<file path="src/rtl/tlb_pkg.sv">
package tlb_pkg;

  typedef enum logic [2:0] {
    OP_IDLE     = 3'd0,
    OP_PROBE    = 3'd1,
    OP_WRITE    = 3'd2,
    OP_READ_IDX = 3'd3,
    OP_READ_NXT = 3'd4,
    OP_FLUSH    = 3'd5
  } tlb_op_e;

  // Offset bits of the smallest page; the pair tag starts one bit above.
  localparam int BASE_SHIFT = 12;
  // Left shift of tag and mask inside maintenance words.
  localparam int PACK_SHIFT = 11;
  // Both bits of this pattern set means a no-cache region.
  localparam logic [31:0] UNC_REGION = 32'hA000_0000;

endpackage

</file>
<file path="src/rtl/tlb_match.sv">
module tlb_match
  import tlb_pkg::*;
#(
  parameter int ENTRIES = 8,
  parameter int VPN_W   = 19,
  parameter int ASID_W  = 8,
  parameter int MASK_W  = 16,
  parameter int IDX_W   = 3
) (
  input  logic [VPN_W-1:0]   key_vpn_i,
  input  logic [ASID_W-1:0]  key_asid_i,
  input  logic [VPN_W-1:0]   vpn_i  [ENTRIES],
  input  logic [ASID_W-1:0]  asid_i [ENTRIES],
  input  logic [MASK_W-1:0]  mask_i [ENTRIES],
  input  logic [ENTRIES-1:0] g_i,
  input  logic [ENTRIES-1:0] occ_i,
  output logic               hit_o,
  output logic [IDX_W-1:0]   idx_o
);

  logic [ENTRIES-1:0] m;

  for (genvar i = 0; i < ENTRIES; i++) begin : g_cmp
    logic [VPN_W-1:0] care;
    assign care = ~VPN_W'(mask_i[i]);
    assign m[i] = occ_i[i]
                && (((key_vpn_i ^ vpn_i[i]) & care) == '0)
                && (g_i[i] || (key_asid_i == asid_i[i]));
  end

  // Lowest slot number wins: scan from the top so the last write is lowest.
  always_comb begin
    hit_o = |m;
    idx_o = '0;
    for (int i = ENTRIES - 1; i >= 0; i--) begin
      if (m[i]) idx_o = IDX_W'(i);
    end
  end

endmodule

</file>
<file path="src/rtl/tlb_store.sv">
module tlb_store
  import tlb_pkg::*;
#(
  parameter int ENTRIES = 8,
  parameter int VPN_W   = 19,
  parameter int ASID_W  = 8,
  parameter int PFN_W   = 20,
  parameter int MASK_W  = 16,
  parameter int IDX_W   = 3,
  parameter int IDXP_W  = 4,
  parameter int HI_W    = 30,
  parameter int LO_W    = 26,
  parameter int MK_W    = 27
) (
  input  logic               clk,
  input  logic               rst,
  input  tlb_op_e            op_i,
  input  logic [IDXP_W-1:0]  idx_i,
  input  logic               adv_i,
  input  logic [HI_W-1:0]    hi_i,
  input  logic [LO_W-1:0]    lo0_i,
  input  logic [LO_W-1:0]    lo1_i,
  input  logic [MK_W-1:0]    mask_i,
  output logic [VPN_W-1:0]   vpn_o  [ENTRIES],
  output logic [ASID_W-1:0]  asid_o [ENTRIES],
  output logic [MASK_W-1:0]  mask_o [ENTRIES],
  output logic [ENTRIES-1:0] g_o,
  output logic [ENTRIES-1:0] occ_o,
  output logic [PFN_W-1:0]   pfn_o  [ENTRIES][2],
  output logic [2:0]         cca_o  [ENTRIES][2],
  output logic [1:0]         d_o    [ENTRIES],
  output logic [1:0]         v_o    [ENTRIES],
  output logic [IDXP_W-1:0]  rd_idx_o,
  output logic [HI_W-1:0]    rd_hi_o,
  output logic [LO_W-1:0]    rd_lo0_o,
  output logic [LO_W-1:0]    rd_lo1_o,
  output logic [MK_W-1:0]    rd_mask_o
);

  logic [IDX_W-1:0] nxt_q;
  logic             in_range;
  logic             unused_bits;

  assign in_range    = idx_i < IDXP_W'(ENTRIES);
  assign unused_bits = ^{hi_i[PACK_SHIFT-1:ASID_W], mask_i[PACK_SHIFT-1:0]};

  for (genvar i = 0; i < ENTRIES; i++) begin : g_occ
    assign occ_o[i] = v_o[i][0] | v_o[i][1];
  end

  function automatic logic [LO_W-1:0] pack_lo(input logic [PFN_W-1:0] pfn,
      input logic [2:0] cca, input logic d, input logic v, input logic g);
    return {pfn, cca, d, v, g};
  endfunction

  always_ff @(posedge clk) begin
    if (rst || op_i == OP_FLUSH) begin
      for (int i = 0; i < ENTRIES; i++) begin
        vpn_o[i]  <= '0;
        asid_o[i] <= '0;
        mask_o[i] <= '0;
        g_o[i]    <= 1'b0;
        d_o[i]    <= '0;
        v_o[i]    <= '0;
        for (int h = 0; h < 2; h++) begin
          pfn_o[i][h] <= '0;
          cca_o[i][h] <= '0;
        end
      end
      nxt_q <= '0;
    end else begin
      if (op_i == OP_WRITE && in_range) begin
        vpn_o[idx_i[IDX_W-1:0]]    <= hi_i[HI_W-1:PACK_SHIFT];
        asid_o[idx_i[IDX_W-1:0]]   <= hi_i[ASID_W-1:0];
        mask_o[idx_i[IDX_W-1:0]]   <= mask_i[MK_W-1:PACK_SHIFT];
        g_o[idx_i[IDX_W-1:0]]      <= lo0_i[0] & lo1_i[0];
        v_o[idx_i[IDX_W-1:0]]      <= {lo1_i[1], lo0_i[1]};
        d_o[idx_i[IDX_W-1:0]]      <= {lo1_i[2], lo0_i[2]};
        cca_o[idx_i[IDX_W-1:0]][0] <= lo0_i[5:3];
        cca_o[idx_i[IDX_W-1:0]][1] <= lo1_i[5:3];
        pfn_o[idx_i[IDX_W-1:0]][0] <= lo0_i[LO_W-1:6];
        pfn_o[idx_i[IDX_W-1:0]][1] <= lo1_i[LO_W-1:6];
      end
      if (op_i == OP_READ_NXT && adv_i)
        nxt_q <= (nxt_q == IDX_W'(ENTRIES - 1)) ? '0 : nxt_q + 1'b1;
    end
  end

  // Readback register; the slot sampled is the pre-edge content.
  always_ff @(posedge clk) begin
    if (rst) begin
      rd_idx_o  <= '0;
      rd_hi_o   <= '0;
      rd_lo0_o  <= '0;
      rd_lo1_o  <= '0;
      rd_mask_o <= '0;
    end else if (op_i == OP_READ_IDX || op_i == OP_READ_NXT) begin
      logic [IDX_W-1:0] s;
      logic             ok;
      s  = (op_i == OP_READ_NXT) ? nxt_q : idx_i[IDX_W-1:0];
      ok = (op_i == OP_READ_NXT) || in_range;
      rd_idx_o <= (op_i == OP_READ_NXT) ? IDXP_W'(nxt_q) : idx_i;
      if (ok) begin
        rd_hi_o   <= {vpn_o[s], {PACK_SHIFT{1'b0}}} | HI_W'(asid_o[s]);
        rd_lo0_o  <= pack_lo(pfn_o[s][0], cca_o[s][0], d_o[s][0], v_o[s][0], g_o[s]);
        rd_lo1_o  <= pack_lo(pfn_o[s][1], cca_o[s][1], d_o[s][1], v_o[s][1], g_o[s]);
        rd_mask_o <= {mask_o[s], {PACK_SHIFT{1'b0}}};
      end else begin
        rd_hi_o   <= '0;
        rd_lo0_o  <= '0;
        rd_lo1_o  <= '0;
        rd_mask_o <= '0;
      end
    end
  end

  assert_ptr_range_R9: assert property (@(posedge clk) disable iff (rst)
    nxt_q < IDX_W'(ENTRIES));

  assert_ptr_wrap_R9: assert property (@(posedge clk) disable iff (rst)
    (op_i == OP_READ_NXT && adv_i && nxt_q == IDX_W'(ENTRIES - 1)) |=> nxt_q == '0);

  assert_flush_clear_R1: assert property (@(posedge clk) disable iff (rst)
    (op_i == OP_FLUSH) |=> (occ_o == '0 && nxt_q == '0));

  assert_oob_drop_R7: assert property (@(posedge clk) disable iff (rst)
    (op_i == OP_WRITE && !in_range) |=> $stable(occ_o) && $stable(g_o));

endmodule

</file>
<file path="src/rtl/tlb_paired_top.sv">
module tlb_paired_top
  import tlb_pkg::*;
#(
  parameter int ENTRIES = 8,
  parameter int VA_W    = 32,
  parameter int ASID_W  = 8,
  parameter int PFN_W   = 20,
  parameter int MASK_W  = 16,
  localparam int VPN_W  = VA_W - BASE_SHIFT - 1,
  localparam int PA_W   = PFN_W + BASE_SHIFT,
  localparam int IDX_W  = (ENTRIES > 1) ? $clog2(ENTRIES) : 1,
  localparam int IDXP_W = IDX_W + 1,
  localparam int HI_W   = VPN_W + PACK_SHIFT,
  localparam int LO_W   = PFN_W + 6,
  localparam int MK_W   = MASK_W + PACK_SHIFT
) (
  input  logic              clk,
  input  logic              rst,
  input  logic              lk_req_i,
  input  logic              lk_phys_i,
  input  logic [VA_W-1:0]   lk_va_i,
  input  logic [ASID_W-1:0] lk_asid_i,
  input  logic [2:0]        mt_op_i,
  input  logic [IDXP_W-1:0] mt_idx_i,
  input  logic              mt_adv_i,
  input  logic [HI_W-1:0]   mt_hi_i,
  input  logic [LO_W-1:0]   mt_lo0_i,
  input  logic [LO_W-1:0]   mt_lo1_i,
  input  logic [MK_W-1:0]   mt_mask_i,
  output logic              lk_vld_o,
  output logic              lk_hit_o,
  output logic              lk_inval_o,
  output logic [PA_W-1:0]   lk_pa_o,
  output logic              lk_dirty_o,
  output logic [2:0]        lk_cca_o,
  output logic              lk_unc_o,
  output logic              mt_vld_o,
  output logic [IDXP_W-1:0] pr_idx_o,
  output logic [IDXP_W-1:0] rd_idx_o,
  output logic [HI_W-1:0]   rd_hi_o,
  output logic [LO_W-1:0]   rd_lo0_o,
  output logic [LO_W-1:0]   rd_lo1_o,
  output logic [MK_W-1:0]   rd_mask_o
);

  tlb_op_e op;
  assign op = tlb_op_e'(mt_op_i);

  logic [VPN_W-1:0]   vpn_a  [ENTRIES];
  logic [ASID_W-1:0]  asid_a [ENTRIES];
  logic [MASK_W-1:0]  mask_a [ENTRIES];
  logic [ENTRIES-1:0] g_a, occ_a;
  logic [PFN_W-1:0]   pfn_a  [ENTRIES][2];
  logic [2:0]         cca_a  [ENTRIES][2];
  logic [1:0]         d_a    [ENTRIES];
  logic [1:0]         v_a    [ENTRIES];

  tlb_store #(
    .ENTRIES(ENTRIES), .VPN_W(VPN_W), .ASID_W(ASID_W), .PFN_W(PFN_W),
    .MASK_W(MASK_W), .IDX_W(IDX_W), .IDXP_W(IDXP_W), .HI_W(HI_W),
    .LO_W(LO_W), .MK_W(MK_W)
  ) u_store (
    .clk(clk), .rst(rst), .op_i(op), .idx_i(mt_idx_i), .adv_i(mt_adv_i),
    .hi_i(mt_hi_i), .lo0_i(mt_lo0_i), .lo1_i(mt_lo1_i), .mask_i(mt_mask_i),
    .vpn_o(vpn_a), .asid_o(asid_a), .mask_o(mask_a), .g_o(g_a), .occ_o(occ_a),
    .pfn_o(pfn_a), .cca_o(cca_a), .d_o(d_a), .v_o(v_a),
    .rd_idx_o(rd_idx_o), .rd_hi_o(rd_hi_o), .rd_lo0_o(rd_lo0_o),
    .rd_lo1_o(rd_lo1_o), .rd_mask_o(rd_mask_o)
  );

  logic             lk_hit, pr_hit;
  logic [IDX_W-1:0] lk_idx, pr_idx;

  tlb_match #(
    .ENTRIES(ENTRIES), .VPN_W(VPN_W), .ASID_W(ASID_W), .MASK_W(MASK_W), .IDX_W(IDX_W)
  ) u_lk_match (
    .key_vpn_i(lk_va_i[VA_W-1:BASE_SHIFT+1]), .key_asid_i(lk_asid_i),
    .vpn_i(vpn_a), .asid_i(asid_a), .mask_i(mask_a), .g_i(g_a), .occ_i(occ_a),
    .hit_o(lk_hit), .idx_o(lk_idx)
  );

  tlb_match #(
    .ENTRIES(ENTRIES), .VPN_W(VPN_W), .ASID_W(ASID_W), .MASK_W(MASK_W), .IDX_W(IDX_W)
  ) u_pr_match (
    .key_vpn_i(mt_hi_i[HI_W-1:PACK_SHIFT]), .key_asid_i(mt_hi_i[ASID_W-1:0]),
    .vpn_i(vpn_a), .asid_i(asid_a), .mask_i(mask_a), .g_i(g_a), .occ_i(occ_a),
    .hit_o(pr_hit), .idx_o(pr_idx)
  );

  // Half select and offset merge for the winning slot.
  logic              half;
  logic [PA_W-1:0]   offm;
  logic [PA_W-1:0]   pa_map;
  logic [MASK_W-1:0] msk;
  logic              unc;

  always_comb begin
    msk  = mask_a[lk_idx];
    half = lk_va_i[BASE_SHIFT];
    offm = '0;
    offm[BASE_SHIFT-1:0] = '1;
    for (int i = 0; i < MASK_W; i++) begin
      if (msk[i]) begin
        half = lk_va_i[BASE_SHIFT + 1 + i];
        offm[BASE_SHIFT + i] = 1'b1;
      end
    end
    pa_map = ({pfn_a[lk_idx][half], {BASE_SHIFT{1'b0}}} & ~offm)
           | (PA_W'(lk_va_i) & offm);
    unc    = (lk_va_i[31:0] & UNC_REGION) == UNC_REGION;
  end

  always_ff @(posedge clk) begin
    if (rst) begin
      lk_vld_o   <= 1'b0;
      lk_hit_o   <= 1'b0;
      lk_inval_o <= 1'b0;
      lk_pa_o    <= '0;
      lk_dirty_o <= 1'b0;
      lk_cca_o   <= '0;
      lk_unc_o   <= 1'b0;
    end else begin
      lk_vld_o <= lk_req_i;
      if (lk_req_i) begin
        lk_unc_o <= unc;
        if (lk_phys_i) begin
          lk_hit_o   <= 1'b1;
          lk_inval_o <= 1'b0;
          lk_pa_o    <= PA_W'(lk_va_i);
          lk_dirty_o <= 1'b0;
          lk_cca_o   <= '0;
        end else if (lk_hit) begin
          lk_hit_o   <= 1'b1;
          lk_inval_o <= ~v_a[lk_idx][half];
          lk_pa_o    <= pa_map;
          lk_dirty_o <= d_a[lk_idx][half];
          lk_cca_o   <= cca_a[lk_idx][half];
        end else begin
          lk_hit_o   <= 1'b0;
          lk_inval_o <= 1'b0;
          lk_pa_o    <= '0;
          lk_dirty_o <= 1'b0;
          lk_cca_o   <= '0;
        end
      end
    end
  end

  always_ff @(posedge clk) begin
    if (rst) begin
      mt_vld_o <= 1'b0;
      pr_idx_o <= '1;
    end else begin
      mt_vld_o <= (op == OP_PROBE) || (op == OP_READ_IDX) || (op == OP_READ_NXT);
      if (op == OP_PROBE)
        pr_idx_o <= pr_hit ? IDXP_W'(pr_idx) : '1;
    end
  end

  assert_lk_latency_R12: assert property (@(posedge clk) disable iff (rst)
    lk_req_i |=> lk_vld_o);

  assert_lk_idle_R12: assert property (@(posedge clk) disable iff (rst)
    !lk_req_i |=> !lk_vld_o);

  assert_phys_ident_R10: assert property (@(posedge clk) disable iff (rst)
    (lk_req_i && lk_phys_i) |=> (lk_hit_o && lk_pa_o == PA_W'($past(lk_va_i))));

  assert_inval_is_hit_R5: assert property (@(posedge clk) disable iff (rst)
    lk_inval_o |-> lk_hit_o);

  assert_unc_region_R11: assert property (@(posedge clk) disable iff (rst)
    lk_req_i |=> lk_unc_o == ($past(lk_va_i[31]) && $past(lk_va_i[29])));

  assert_probe_code_R6: assert property (@(posedge clk) disable iff (rst)
    (op == OP_PROBE) |=> (pr_idx_o == '1 || pr_idx_o < IDXP_W'(ENTRIES)));

endmodule

</file>
<file path="config.mk">
export PLATFORM = sky130hd
export DESIGN_NAME = tlb_paired_top
export DESIGN_NICKNAME = d
export VERILOG_FILES = /design/src/rtl/tlb_pkg.sv /design/src/rtl/tlb_match.sv /design/src/rtl/tlb_store.sv /design/src/rtl/tlb_paired_top.sv
export SDC_FILE = /design/constraint.sdc
export NUM_CORES = 2
export LEC_CHECK = 0
export CORE_AREA = 2 2 573 347
export DETAILED_ROUTE_END_ITERATION = 6
export DIE_AREA = 0 0 575 349
export PLACE_DENSITY = 0.5
export RECOVER_POWER = 100
export SLEW_MARGIN = 15
export SYNTH_ARGS = -nofsm -noshare
export SYNTH_HDL_FRONTEND = slang
export SYNTH_SLANG_ARGS = --single-unit
</file>
<file path="constraint.sdc">
create_clock -name clk -period 15.2 [get_ports clk]
set_input_delay 3.04 -clock clk [delete_from_list [all_inputs] [get_ports clk]]
set_output_delay 3.04 -clock clk [all_outputs]
set_load 0.05 [all_outputs]
</file>
==> run summary <==
Setup Fix Bufs, Post-CTS = 0
First-pass DRT Iterations = 7
final antenna-violating net count = 0
Post-synth EDFFs = 0
Layout fillers = 20800
VDD IR-drop max = 79.5 uV
initial antenna violation count = 47
GRT Total Usage = 24.8%
share of the synthesized area in the top cell type = 37.0%
top cells by area, synth = dfxtp_1 (37%), nand2_1 (14%), a21oi_1 (10%)
CTS HTree Levels = 3
Startpoint Class = input port
crit path from = lk_asid_i[7]
post-synthesis cell count = 6098
status = complete, but fails checks
Area Growth Syn to Fin = 17.3%
Num CTS Buffers = 94
initial cell density of the core = 24.9%
min-delay src = lk_unc_o$_SDFFE_PP0P_
pins over their slew limit = 980
commonest cells in the netlist = nand2_1 (1780), a21oi_1 (1016), dfxtp_1 (898)
Setup Viol. Count Final = 0
utilization after layout = 29.2%
post-layout minimum cycle time = 13.12 ns
CP Capture Type = register
Vias = 47900
Final Cell Area = 57000 um2
FF-to-FF Start = u_store.asid_o[63]$_SDFFE_PP0P_
DRT Wirelength = 259 mm
CTS sink cnt = 898
post-cts sizing count = 0
Max Root-Sink Buffers = 3
Synth cell types = 75
cell taking the most area after synthesis = dfxtp_1
Leak Pwr = 0.0176 uW
die area = 201000 um2
Remaining DRCs = 5
Tightest Pin Transition = 8.27 ns
Max Freq = 76.2 MHz
Die H = 349 um
first-pass GRT wire length = 355 mm
I/O pin count = 319
Crit path arrival time = 13.78 ns
PwrDens = 94.9 nW/um2
final period utilization = 86.3%
failing checks = design-rule violations, max-capacitance violations, max-slew violations
Die W = 575 um
# hold bufs at CTS = 0
drt first-iter violations = 6691
CTS clk-pin slew, worst paths = 0.07 ns
vias in the first global route = 43600
root buffer cell = clkbuf_16
critical path peak fanout = 15
CTS tree = yes
prevailing post-synth register cell = dfxtp_1
Hold Crit Class = register to register
DP HPWL = 178 mm
Final GP Congestion = 1.04
core footprint = 195000 um2
clk_skew = 0.0521 ns
synth warn = 0
max cap viols = 19
final hold vios = 0
WL/cell = 29.4 um
sequential element share of the synthesized area = 37.0%
setup TNS = 0 ns
share of cells above drive strength 1 = 9.87%
area after detailed placement = 53800 um2
global route total overflow = 0
max_slew headroom = -451%
Mapped Area = 48600 um2
Setup CP Type = input port to register
CP required = 15.85 ns
RSZ-0062 raised after global routing = no
largest net degree at the start of global routing = 201
fin nets = 6239
count leader, synth = nand2_1
Clock Latency Late Sink = 0.76 ns
Via density = 5.44
Post-synth ARST share = 0%
Avg Inst Size Synth = 7.97 um2
# rows = 126
Yosys reg bits = 898
Port Buffers = 290
[metal layers]
| layer | share of wire (%) | vias to the layer above | global-route usage [%] |
|---|---|---|---|
| li1 | - | 20900 | - |
| met1 | 45 | 23700 | 35.8 |
| met2 | 40 | 2861 | 34.1 |
| met3 | 13 | 360 | 9.35 |
| met4 | 2.3 | 34 | 6.00 |
| met5 | 0.13 | - | 0.574 |
[cell type report]
type,count,area (um2),area share (%)
Inverter,10,37.5,0.0658
Antenna cell,23,57.6,0.101
Sequential cell,898,18000,31.5
Clock inverter,45,587,1.03
Multi-Input combinational cell,4607,28200,49.4
Clock buffer,127,2700,4.73
Timing Repair Buffer,465,4200,7.37
Tap cell,2624,3280,5.76
[path summary, 6_finish.rpt]
check,end,slack (ns),cells after the start
worst min register to register,lk_unc_o$_SDFFE_PP0P_,0.46,2
worst min-delay path,lk_unc_o$_SDFFE_PP0P_,0.46,2
worst max register to register,lk_pa_o[24]$_SDFFE_PP0P_,5.02,16
worst max-delay path,lk_pa_o[24]$_SDFFE_PP0P_,2.08,17
[power by group]
group	internal (uW)	leakage (uW)	switching (uW)	total, uW
registers	2360	0.00724	15.6	2380
clock network	1410	0.00161	1120	2530
logic	153	0.00875	346	499
[layout by cell type (no fill, tap or decap), drive strengths merged, types with 10 or more instances in the layout]
cell,instances
nand3,32
o2111ai,18
nor2,247
dfxtp,898
mux2i,164
a21oi,1016
a31oi,11
clkinv,26
a22oi,24
a211o,13
o22ai,143
conb,14
o21ai,32
clkdlybuf4s50,142
buf,160
diode,23
nor4,78
nand2,1780
nor2b,16
a32oi,10
clkbuf,142
o211ai,48
nor3,23
a211oi,82
and2,50
mux4,188
mux2,55
inv,15
xor2,120
xnor2,312
dlygate4sd3,147
[sequential cells by signal, indices dropped and copies added, names as in the netlist, 26 cells and up]
signal and count:
lk_pa_o 32, u_store.pfn_o 320, u_store.cca_o 48, u_store.vpn_o 152, u_store.rd_lo1_o 26, u_store.asid_o 64, u_store.mask_o 128, u_store.rd_hi_o 27
[kinds of logic after synthesis]
kind of cell	count (synthesis)	share of synthesized area (%)
AO/OA/AOI/OAI	1474	17.4
XOR/XNOR	432	7.79
adder cells (fa/ha/maj)	2	0.0515
buffers and inverters	606	5.50
flip-flops	898	37.0
multiplexers	407	13.4
other	1	0.00772
AND/OR/NAND/NOR	2278	18.9
[critical path, stage by stage]
cell and delay (ns):
dlygate4sd3_1 0.97, xor2_1 0.14, nor4_1 0.31, a21oi_1 0.12, clkbuf_1 0.43, or4_1 0.82, o21ai_0 1.44, nor2_1 0.57
o2bb2ai_1 0.27, o21ai_0 0.97, nor2b_1 0.23, o31ai_1 0.12, a211o_1 0.35, a41oi_1 1.96, a21boi_0 1.40, nor2_1 0.30
o31ai_2 0.27
[stage by stage]
step	hold slack [ns]	std cells	setup slack, ns	total power (uW)
CTS	0.464	8776	4.46	5440
global route	0.481	8786	1.98	5560
finish	0.459	8799	2.08	5410
detailed placement	0.454	8604	3.73	2920
global placement	0.439	8604	3.73	2920
floorplan	0.442	6111	7.97	2730
Power figures use the tool's default switching activity.
